**config.mk**
```make
export PLATFORM = sky130hd
export DESIGN_NAME = loadAlignExt
export DESIGN_NICKNAME = d
export VERILOG_FILES = /design/src/rtl/loadAlignExt_pkg.sv /design/src/rtl/loadAlignExt_ctrl.sv /design/src/rtl/loadAlignExt_dp.sv /design/src/rtl/loadAlignExt.sv
export SDC_FILE = /design/constraint.sdc
export NUM_CORES = 1
export LEC_CHECK = 0
export ABC_AREA = 0
export BUFFER_PORTS_ARGS = -buffer_cell sky130_fd_sc_hd__clkbuf_2
export CELL_PAD_IN_SITES_DETAIL_PLACEMENT = 0
export CELL_PAD_IN_SITES_GLOBAL_PLACEMENT = 1
export CORE_ASPECT_RATIO = 1.2
export CORE_MARGIN = 2
export CORE_UTILIZATION = 38
export CTS_BUF_LIST = sky130_fd_sc_hd__clkbuf_16
export DETAILED_ROUTE_END_ITERATION = 8
export PLACE_DENSITY_LB_ADDON = 0.1
export SYNTH_ARGS = -nofsm -noshare
export SYNTH_HDL_FRONTEND = slang
export SYNTH_SLANG_ARGS = --single-unit
export TNS_END_PERCENT = 5
```
**constraint.sdc**
```tcl
create_clock -name clk -period 0.8 [get_ports clk]
set_input_delay 0.16 -clock clk [delete_from_list [all_inputs] [get_ports clk]]
set_output_delay 0.16 -clock clk [all_outputs]
set_load 0.005 [all_outputs]
```
**src/rtl/loadAlignExt_pkg.sv**
```systemverilog
package loadAlignExt_pkg;

  typedef enum logic [2:0] {
    OP_SB   = 3'd0,
    OP_SH   = 3'd1,
    OP_SW   = 3'd2,
    OP_D    = 3'd3,
    OP_UB   = 3'd4,
    OP_UH   = 3'd5,
    OP_UW   = 3'd6,
    OP_NONE = 3'd7
  } loadOp_e;

  typedef enum logic [1:0] {
    SZ_BYTE = 2'd0,
    SZ_HALF = 2'd1,
    SZ_WORD = 2'd2,
    SZ_DBL  = 2'd3
  } accSize_e;

  typedef struct packed {
    accSize_e sizeSel;
    logic     signFill;
    logic     onesFill;
    logic     forceZero;
  } extCtrl_t;

endpackage

```
**src/rtl/loadAlignExt_ctrl.sv**
```systemverilog
module loadAlignExt_ctrl
  import loadAlignExt_pkg::*;
(
  input  logic [2:0] opType,
  input  logic       fpDest,
  output extCtrl_t   ctrl
);

  always_comb begin
    ctrl = '{sizeSel: SZ_DBL, signFill: 1'b0, onesFill: 1'b0, forceZero: 1'b0};
    unique case (loadOp_e'(opType))
      OP_SB: begin ctrl.sizeSel = SZ_BYTE; ctrl.signFill = 1'b1; end
      OP_SH: begin ctrl.sizeSel = SZ_HALF; ctrl.signFill = 1'b1; end
      OP_SW: begin
        ctrl.sizeSel  = SZ_WORD;
        ctrl.signFill = !fpDest;
        ctrl.onesFill = fpDest;
      end
      OP_D:  ctrl.sizeSel = SZ_DBL;
      OP_UB: ctrl.sizeSel = SZ_BYTE;
      OP_UH: ctrl.sizeSel = SZ_HALF;
      OP_UW: ctrl.sizeSel = SZ_WORD;
      default: ctrl.forceZero = 1'b1;
    endcase
  end

endmodule

```
**src/rtl/loadAlignExt_dp.sv**
```systemverilog
module loadAlignExt_dp
  import loadAlignExt_pkg::*;
#(
  parameter int DATA_W = 64,
  localparam int BYTES = DATA_W / 8,
  localparam int OFF_W = $clog2(BYTES)
) (
  input  logic [DATA_W-1:0] rawWord,
  input  logic [OFF_W-1:0]  addrOffset,
  input  extCtrl_t          ctrl,
  output logic [DATA_W-1:0] alignedVal
);

  // Logarithmic right shifter: stage k moves the word by 2^k bytes
  logic [DATA_W-1:0] stageVal [OFF_W+1];
  assign stageVal[0] = rawWord;

  for (genvar k = 0; k < OFF_W; k++) begin : g_shift
    localparam int SHAMT = 8 * (1 << k);
    assign stageVal[k+1] = addrOffset[k] ? (stageVal[k] >> SHAMT) : stageVal[k];
  end

  logic [DATA_W-1:0] shifted;
  assign shifted = stageVal[OFF_W];

  // Per-byte keep mask derived from the access size
  logic [BYTES-1:0] keepByte;
  for (genvar b = 0; b < BYTES; b++) begin : g_keep
    assign keepByte[b] = (b < (1 << ctrl.sizeSel));
  end

  logic [DATA_W-1:0] keepMask;
  for (genvar b = 0; b < BYTES; b++) begin : g_mask
    assign keepMask[8*b +: 8] = {8{keepByte[b]}};
  end

  logic topBit;
  always_comb begin
    unique case (ctrl.sizeSel)
      SZ_BYTE: topBit = shifted[7];
      SZ_HALF: topBit = shifted[15];
      SZ_WORD: topBit = shifted[31];
      default: topBit = shifted[DATA_W-1];
    endcase
  end

  logic fillBit;
  assign fillBit = ctrl.onesFill | (ctrl.signFill & topBit);

  always_comb begin
    if (ctrl.forceZero) alignedVal = '0;
    else alignedVal = (shifted & keepMask) | ({DATA_W{fillBit}} & ~keepMask);
  end

endmodule

```
**src/rtl/loadAlignExt.sv**
```systemverilog
module loadAlignExt
  import loadAlignExt_pkg::*;
#(
  parameter int DATA_W  = 64,
  parameter bit OUT_REG = 1'b1,
  localparam int OFF_W = $clog2(DATA_W / 8)
) (
  input  logic              clk,
  input  logic              rstN,
  input  logic [DATA_W-1:0] rawWord,
  input  logic [OFF_W-1:0]  addrOffset,
  input  logic [2:0]        opType,
  input  logic              fpDest,
  output logic [DATA_W-1:0] result
);

  extCtrl_t          ctrl;
  logic [DATA_W-1:0] alignedVal;

  loadAlignExt_ctrl u_ctrl (
    .opType (opType),
    .fpDest (fpDest),
    .ctrl   (ctrl)
  );

  loadAlignExt_dp #(.DATA_W(DATA_W)) u_dp (
    .rawWord    (rawWord),
    .addrOffset (addrOffset),
    .ctrl       (ctrl),
    .alignedVal (alignedVal)
  );

  if (OUT_REG) begin : g_reg
    logic [DATA_W-1:0] resultQ;
    always_ff @(posedge clk or negedge rstN) begin
      if (!rstN) resultQ <= '0;
      else       resultQ <= alignedVal;
    end
    assign result = resultQ;
  end else begin : g_comb
    assign result = alignedVal;
  end

endmodule

```
# Word level (Yosys, flattened, before mapping)
# Cells that the tools add are included.
# word_totals
input_bits	73
regBits	64
output_inout_bits	64
wordCells	40
# classes
bitwise_logic	6
order_cmp	8
reduce_logical	8
n_mux	8
n_eq_ne	8
shifts	1
# ops
operator	count
two-way mux 64 bit	4
AND 64 bit	2
< comparator 4 x 32 -> 1 bit (first input constant)	4
< comparator 3 x 32 -> 1 bit (first input constant)	2
NOT 64 bit	1
bitwise OR 64 bit	1
< comparator 1 x 32 -> 1 bit (first input constant)	1
< comparator 2 x 32 -> 1 bit (first input constant)	1
<< shifter 1 x 2 -> 32 bit (first input constant)	1
equality test 3 bit (second input constant)	3
OR reduction 2 bit	4
OR reduction 7 bit	1
equality test 3 x 2 -> 1 bit (second input constant)	2
case mux 2 bit (3 select lines)	1
equality test 3 x 1 -> 1 bit (second input constant)	1
logical NOT 3 bit	1
case mux 1 bit (3 select lines)	1
equality test 2 x 1 -> 1 bit (second input constant)	1
equality test 2 bit (second input constant)	1
logical NOT 2 bit	1
case mux 1 bit (2 select lines)	1
AND 1 bit	1
logical NOT 1 bit	1
two-way mux 1 bit	1
bitwise OR 1 bit	1

# Logic depth before layout (Yosys ltp)
# Gate-level depths: netlist of the first run.
# depth
ltp_word	10
mapped_depth	8
depth_no_buf	4

# By module
# Synthesis of the first run repeated with hierarchy kept, for this count alone.
# unflattened
cells_unflattened	377
area_unflattened_um2	4130.2
# modules_own_cells
mod	area_per_inst_um2	cells_per_inst	instances	seq_area_each_um2
loadAlignExt_dp	2489.9	307	1	0.0
loadAlignExt	1601.5	64	1	1601.5
loadAlignExt_ctrl	38.8	6	1	0.0

# Worst setup path before layout of the first run
# OpenSTA, ideal clock, no wires.
# synth_timing
path_type	input to register
start	input addrOffset[1]
end	register g_reg.resultQ[21], in the netlist result[21]
slack_ps	-1323
cell_stages	6
required_ps	659
path_buffers	2
arrival_ps	1982
setup_ps	141
path_cell_list	buf_6 mux2_2 mux4_2 a222oi_1 buf_4 a31oi_1
# synth_between
elab_chain_len	8
word_cells_on_any_way	9
cone_classes	4 x mux; 5 x bitwise
# synth_lines
item	line	text
start, declared	loadAlignExt.sv:11	input logic [OFF_W-1:0] addrOffset,
two-way mux 64 bit * (2 in series)	loadAlignExt_dp.sv:20	assign stageVal[k+1] = addrOffset[k] ? (stageVal[k] >> SHAMT) : stageVal[k];
case mux 1 bit (3 select lines)	loadAlignExt_dp.sv:39	unique case (ctrl.sizeSel)
AND 1 bit	loadAlignExt_dp.sv:48	assign fillBit = ctrl.onesFill | (ctrl.signFill & topBit);
bitwise OR 1 bit	loadAlignExt_dp.sv:48	
AND 64 bit	loadAlignExt_dp.sv:52	else alignedVal = (shifted & keepMask) | ({DATA_W{fillBit}} & ~keepMask);
bitwise OR 64 bit *	loadAlignExt_dp.sv:52	
two-way mux 64 bit *	loadAlignExt_dp.sv:51	if (ctrl.forceZero) alignedVal = '0;
named net alignedVal[21]	loadAlignExt.sv:18	logic [DATA_W-1:0] alignedVal;
end signal, assigned	loadAlignExt.sv:37	else resultQ <= alignedVal;
end, declared	loadAlignExt.sv:34	logic [DATA_W-1:0] resultQ;
# Mark *: on every way through the listed nets, which the timed path passes. The rest lies on a longest branch.

# Worst setup path after layout of the first run
# layout_timing
start	input addrOffset[1]
end	register g_reg.resultQ[50], in the netlist result[50]
# Same word-level chain as after synthesis.

==> results of run 1 <==
[synthesized netlist by cell type]
master     number  area [um^2]
a21oi_1        64          320
nor3_1          3         15.0
buf_1           4         15.0
o311ai_0        1         8.76
nand3_1         8         40.0
clkbuf_1       23         86.3
mux2i_1        36          360
and3b_1         1         8.76
nand2b_1        7         43.8
a211o_1         8         70.1
nor2b_1        12         75.1
inv_1           1         3.75
nor4_1          1         6.26
o21ai_0         8         40.0
nand2_1        12         45.0
dfrtp_1        64         1600
a31oi_1        15         93.8
nor4bb_1        1         10.0
mux2_2         15          169
o21bai_1        1         7.51
buf_4           1         7.51
a222oi_1        2         20.0
nor3b_1         1         7.51
o41ai_1         1         8.76
a211oi_1        7         52.6
mux4_2         23          518
buf_6           1         11.3
o2bb2ai_1       7         61.3
and3_1          1         6.26
nor2_1         10         37.5
buf_2           6         30.0
[per-stage QoR]
step / hold slack (ns) / total power [mW] / TNS [ns] / worst slack, ns
after floorplan: -0.136 / 4.91 / -72.92 / -1.31
after global placement: 0.200 / 6.18 / -76.39 / -1.37
after detailed placement: 0.203 / 6.20 / -78.14 / -1.40
after CTS: 0.222 / 10.4 / -57.01 / -0.893
after global routing: 0.261 / 10.9 / -65.09 / -1.05
final: 0.227 / 10.4 / -59.62 / -1.01
[cell type report]
cell class                 instances  share of cell area, %
timing repair buffer             212                   25.2
clock inverter                     7                   1.56
tap                              123                   2.75
inverter                           1                 0.0670
sequential                        64                   28.6
multi-input combinational        245                   37.9
clock buffer                       9                   4.02
[placed cells by master, fill, tap and decap left out, drive strengths merged]
| master | n |
|---|---|
| a211o | 8 |
| a211oi | 7 |
| a21oi | 64 |
| a222oi | 2 |
| a31oi | 15 |
| and3 | 1 |
| and3b | 1 |
| buf | 75 |
| bufinv | 2 |
| clkbuf | 145 |
| clkinv | 2 |
| clkinvlp | 2 |
| dfrtp | 64 |
| dlygate4sd3 | 1 |
| inv | 2 |
| mux2 | 15 |
| mux2i | 36 |
| mux4 | 23 |
| nand2 | 12 |
| nand2b | 7 |
| nand3 | 8 |
| nor2 | 10 |
| nor2b | 12 |
| nor3 | 3 |
| nor3b | 1 |
| nor4 | 1 |
| nor4bb | 1 |
| o21ai | 8 |
| o21bai | 1 |
| o2bb2ai | 7 |
| o311ai | 1 |
| o41ai | 1 |
[worst min-delay path, delay by kind of cell]
kind                   cells  cell delay (ns)
AO/OA/AOI/OAI              2             0.15
buffers and inverters      2             0.21
[per-layer routing]
layer	global-route usage (%)	part of all wire (%)	vias to the layer above
met1	33.2	44	1765
met5	0	0	-
met4	8.99	1.5	0
met2	38.5	49	141
met3	3.40	5.3	13
li1	-	-	1695
[path summary, 6_finish.rpt]
| check | to | slack, ns | cells past startpoint |
|---|---|---|---|
| worst max-delay path | result[50] | -1.01 | 7 |
| max in group asynchronous | result[29] | 0.13 | 3 |
| worst min-delay path | result[60] | 0.23 | 4 |
| min in group asynchronous | result[2] | 0.37 | 3 |
[where the power goes]
part	internal, mW	total (mW)	switching, mW
Clock	2.70	4.11	1.41
Combinational	1.33	2.61	1.28
Sequential	3.60	3.72	0.120
[what timing repair did]
item / 4_1_cts / 5_1_grt
setup endpoints to repair: 128 / 128
pin swaps: 1 / 12
endpoints found under the hold margin: 64 / 0
setup buffers: 2 / 1
gates cloned: 1 / 2
resized for setup: 16 / 16
hold buffers: 1 / 0
[cell families after synthesis]
kind of cell           Yosys count  share of synthesized area (%)
AO/OA/AOI/OAI                  114                           18.1
multiplexers                    74                           27.7
AND/OR/NAND/NOR                 57                           7.81
flip-flops                      64                           42.4
buffers and inverters           36                           4.07
==> results.toml, run 1 <==
[synthesis]
ys_seq_area_share_pct = 42.4
avgSynthCellArea_um2 = 11.0
yosys_warnings = 0
synth_nets = 418
syn_area_um2 = 3780
postSynthCellCount = 345
ys_types = 31
ys_ff_latch = 64

[layout]
nets = 606
area_growth_pct = 48.1
fin_cells = 661
fill_cells = 857
regArea_um2 = 1600
multi_input_area_um2 = 2120
drive_above_1_share_pct = 51.5
antennaDiodeCount = 0
final_area_um2 = 5600
largest_reg_flops = 64
postLayoutCoreUtil_pct = 58.3

[global_route]
grt_pass1_vias = 3560
track_usage_pct = 24.1
overflow = 0
grt_max_degree = 65
grt_antenna_before_repair = 0
grt_pass1_wl_um = 19200

[sta]
setup_ws_ns = -1.01
fin_crit_sh_pct = 227
final_hold_viol_count = 0
period_minus_slack_ns = 1.81
slew_headroom_pct = 50.4
max_freq_ghz = 0.551
setup_viol = 128
worst_slew_pin_slew_ns = 0.739
rsz0062_at_grt = "yes"
drv_slew = 0

[routing]
via_count = 3614
drtAntennaViolNets = 0
first_pass_iters = 5
wl_per_cell_um = 19.1
drt_drc_violations_left = 0
drt-total-wl_um = 12700
routed_via_density = 5.47
drt-initial-drc-count = 195

[clock_network]
clk_path_buf_depth = 2
clk_pin_slew_ns = 0.05
cts_tree = "yes"
cts-htree-levels = 3
cts_num_sinks = 64
ctsRootBufferMaster = "clkbuf_16"
cts_buffers = 9

[critical_path]
cp.required_ns = 1.01
critPathBufInv = 3
critPathTopFamily = "multiplexers"
path_cells = "clkbuf_16 -> mux2_4 -> mux4_2 -> a222oi_1 -> buf_4 -> clkbuf_16 -> a21oi_2"
crit_start = "addrOffset[1]"
endpoint_kind = "flip-flop"
path_max_fanout = 8
critPathKind = "primary input to flip-flop"
slowest_stage = "mux4_2"
cp_data_arrival_time_ns = 2.02
cp_common_cell = "clkbuf_16"
start_kind = "primary input"
slowest_delay_ns = 0.51

[placement]
place.gp.congestion = 0.860
hpwl_um = 9490
io_buffers = 136
dp.cells = 640
postPlaceCellArea_um2 = 5090

[outcome]
violations = "negative setup slack"
outcome = "finished, violations left"

[floorplan]
ios = 137
initial_utilization_pct = 39.3
rows = 39
fp.coreArea_um2 = 9610
die_w_um = 95.1
dieArea_um2 = 10800
die_h_um = 113

[min_path]
worstHoldStart = "rawWord[60]"
hold_class = "primary input to flip-flop"

[run]
max_cap_violations = 0

[power_and_ir_drop]
p_per_area_nw_per_um2 = 1860
p_leak_nw = 2.73
vdd_ir_drop_max_mv = 1.08
Power figures use the tool's default switching activity.
==> run 2: changes to the inputs <==
--- a/config.mk
+++ b/config.mk
@@ -5,13 +5,13 @@
 export SDC_FILE = /design/constraint.sdc
 export NUM_CORES = 1
 export LEC_CHECK = 0
-export ABC_AREA = 0
+export ABC_AREA = 1
 export BUFFER_PORTS_ARGS = -buffer_cell sky130_fd_sc_hd__clkbuf_2
 export CELL_PAD_IN_SITES_DETAIL_PLACEMENT = 0
 export CELL_PAD_IN_SITES_GLOBAL_PLACEMENT = 1
 export CORE_ASPECT_RATIO = 1.2
 export CORE_MARGIN = 2
-export CORE_UTILIZATION = 38
+export CORE_UTILIZATION = 35
 export CTS_BUF_LIST = sky130_fd_sc_hd__clkbuf_16
 export DETAILED_ROUTE_END_ITERATION = 8
 export PLACE_DENSITY_LB_ADDON = 0.1
==> run 2 against run 1 <==
Critical path depth is 6 higher. The run still ends with negative setup slack left. Critical endpoint is now result[45]. Setup slack better by 0.59 ns. Synthesized area is 12% higher. Worst hold slack worse by 0.032 ns. Highest routed layer unchanged. Cell count is 51% higher. Largest cell class unchanged. Largest power group unchanged. Wire length is 23% higher.
==> results.toml, run 2 <==
[outcome]
outcome = "finished, violations left"
violations = "negative setup slack"

[routing]
drt-initial-drc-count = 251
drtAntennaViolNets = 0
drt_drc_violations_left = 0
first_pass_iters = 5
drt-total-wl_um = 15600
via_count = 4872
routed_via_density = 4.88
wl_per_cell_um = 15.6

[layout]
largest_reg_flops = 64
drive_above_1_share_pct = 40.0
postLayoutCoreUtil_pct = 53.2
fill_cells = 1257
fin_cells = 999
antennaDiodeCount = 0
area_growth_pct = 50.2
final_common_cell = "nand2_1"
final_area_um2 = 6390
final_cell_mix = "nand2_1 (202), clkbuf_2 (132), buf_4 (74)"
nets = 906

[synthesis]
synth_top_area_share_pct = 37.7
yosys_warnings = 0
ys_seq_area_share_pct = 37.7
synth_top_cells_by_count = "nand2_1 (216), inv_1 (70), dfrtp_1 (64)"
synth_flop_cell = "dfrtp_1"
postSynthCellCount = 636
ys_types = 27
synth_most_common_cell = "nand2_1"
ys_ff_latch = 64
synthArstFlopShare_pct = 100
ys_top_cells_by_area = "dfrtp_1 (38%), nand2_1 (19%), o21ai_0 (6.8%)"
synth_edf_count = 0
syn_area_um2 = 4250
synth_largest_area_cell = "dfrtp_1"
avgSynthCellArea_um2 = 6.69
synth_nets = 709

[critical_path]
path_max_fanout = 16
cp_data_arrival_time_ns = 1.44
slowest_stage = "buf_12"
critPathTopFamily = "buffers and inverters"
start_kind = "primary input"
critPathKind = "primary input to flip-flop"
endpoint_kind = "flip-flop"
critPathBufInv = 5
path_cells = "buf_8 -> clkinvlp_4 -> buf_6 -> nand3_2 -> nand3_2 -> nand2_1 -> nand2_1 -> nand3_2 -> nand2_4 -> nand3_4 -> buf_12 -> nand2_1 -> inv_1"
cp.required_ns = 1.02
slowest_delay_ns = 0.20

[clock_network]
cts_tree = "yes"
cts-htree-levels = 3
cts_buffers = 9
clk_path_buf_depth = 2
cts_num_sinks = 64
ctsRootBufferMaster = "clkbuf_16"
clk_pin_slew_ns = 0.06

[sta]
period_minus_slack_ns = 1.23
drv_slew = 0
setup_viol = 127
worst_slew_pin_slew_ns = 0.489
rsz0062_at_grt = "yes"
fin_crit_sh_pct = 153
final_hold_viol_count = 0
slew_headroom_pct = 67.1
tns_ns = -32.58
setup_ws_ns = -0.428
max_freq_ghz = 0.814

[floorplan]
dieArea_um2 = 13100
rows = 44
die_h_um = 125
ios = 137
die_w_um = 105
fp.coreArea_um2 = 12000
initial_utilization_pct = 35.4

[placement]
dp.cells = 973
place.gp.congestion = 0.889
io_buffers = 136
post-place-ws_ns = -0.984
hpwl_um = 12100
postPlaceCellArea_um2 = 5750

[power_and_ir_drop]
p_per_area_nw_per_um2 = 1650
p_leak_nw = 3.62
vdd_ir_drop_max_mv = 0.854

[min_path]
min_to = "result[1]"
hold_class = "primary input to flip-flop"
min_delay_path_depth = 5
worstHoldStart = "rawWord[1]"

[global_route]
grt_pass1_vias = 4737
overflow = 0
grt_antenna_before_repair = 0
grt_max_degree = 40
track_usage_pct = 24.1
grt_pass1_wl_um = 24300

[run]
max_cap_violations = 0
[run 2: cell types whose count changed in the layout (fill, tap and decap cells not counted), moves of 12 or more]
cell      before  now
nor2b_1       12    0
o211ai_1       0   17
inv_2          0   20
nand2_2        0   18
a21oi_1       53   24
o21ai_0        6   41
mux2i_1       35    2
nand3_2        0   14
mux4_2        23    0
inv_1          2   63
nand2_1       11  202
nor2_1        10   25
nand3_1        8   35
mux2_2        12    0
[run 2: metrics by stage]
| step | total power, mW | hold WS, ns |
|---|---|---|
| 3_5_place_dp | 6.55 | 0.0247 |
| 2_1_floorplan | 5.15 | -0.136 |
| 3_3_place_gp | 6.52 | 0.0198 |
| 4_1_cts | 10.5 | 0.188 |
| 5_1_grt | 11.1 | 0.218 |
| 6_report | 10.5 | 0.195 |
[run 2: per-layer routing]
metal	track usage (%)	routed length (um)	vias up
li1	-	-	2413
met1	29.9	6440	2243
met2	40.5	7670	182
met3	3.72	811	34
met4	12.1	649	0
met5	0	0	-
[run 2: cell families after synthesis]
| group | share of synthesized area [%] |
|---|---|
| simple gates | 31.7 |
| buf+inv | 13.7 |
| compound gates | 16.2 |
| flops | 37.7 |
| mux | 0.706 |
[run 2: where the power goes]
group / internal (mW) / switching (mW) / total [mW]
combinational: 1.35 / 1.72 / 3.07
sequential: 3.58 / 0.100 / 3.68
clock: 2.37 / 1.39 / 3.76
total: 7.31 / 3.20 / 10.5
[run 2: area by class of cell]
class | instances | area [um^2] | area share, %
Multi-Input combinational cell | 440 | 2320 | 36.3
Timing Repair Buffer | 231 | 1630 | 25.6
Sequential cell | 64 | 1600 | 25.1
Inverter | 86 | 342 | 5.35
Clock buffer | 9 | 225 | 3.53
Tap cell | 161 | 201 | 3.15
Clock inverter | 7 | 62.6 | 0.979
Timing Repair inverter | 1 | 5.00 | 0.0783
[run 2: how the worst max path moves through the flow]
stage	start	end	slack (ns)	depth (start not counted)
4_1_cts	addrOffset[1]	result[52]	-0.42	11
6_report	addrOffset[1]	result[45]	-0.43	13
5_1_grt	addrOffset[1]	result[33]	-0.52	13
2_1_floorplan	addrOffset[0]	result[58]	-0.42	13
3_5_place_dp	addrOffset[0]	result[32]	-0.98	9
3_3_place_gp	addrOffset[0]	result[8]	-0.98	11
[run 2: repair_timing]
item	4_1_cts	5_1_grt
endpoints found under the setup margin	128	128
pin swaps	6	5
buffers inserted	3	1
gates cloned	4	1
hold endpoints to repair	64	0
hold buffers	1	0
resized for setup	34	34
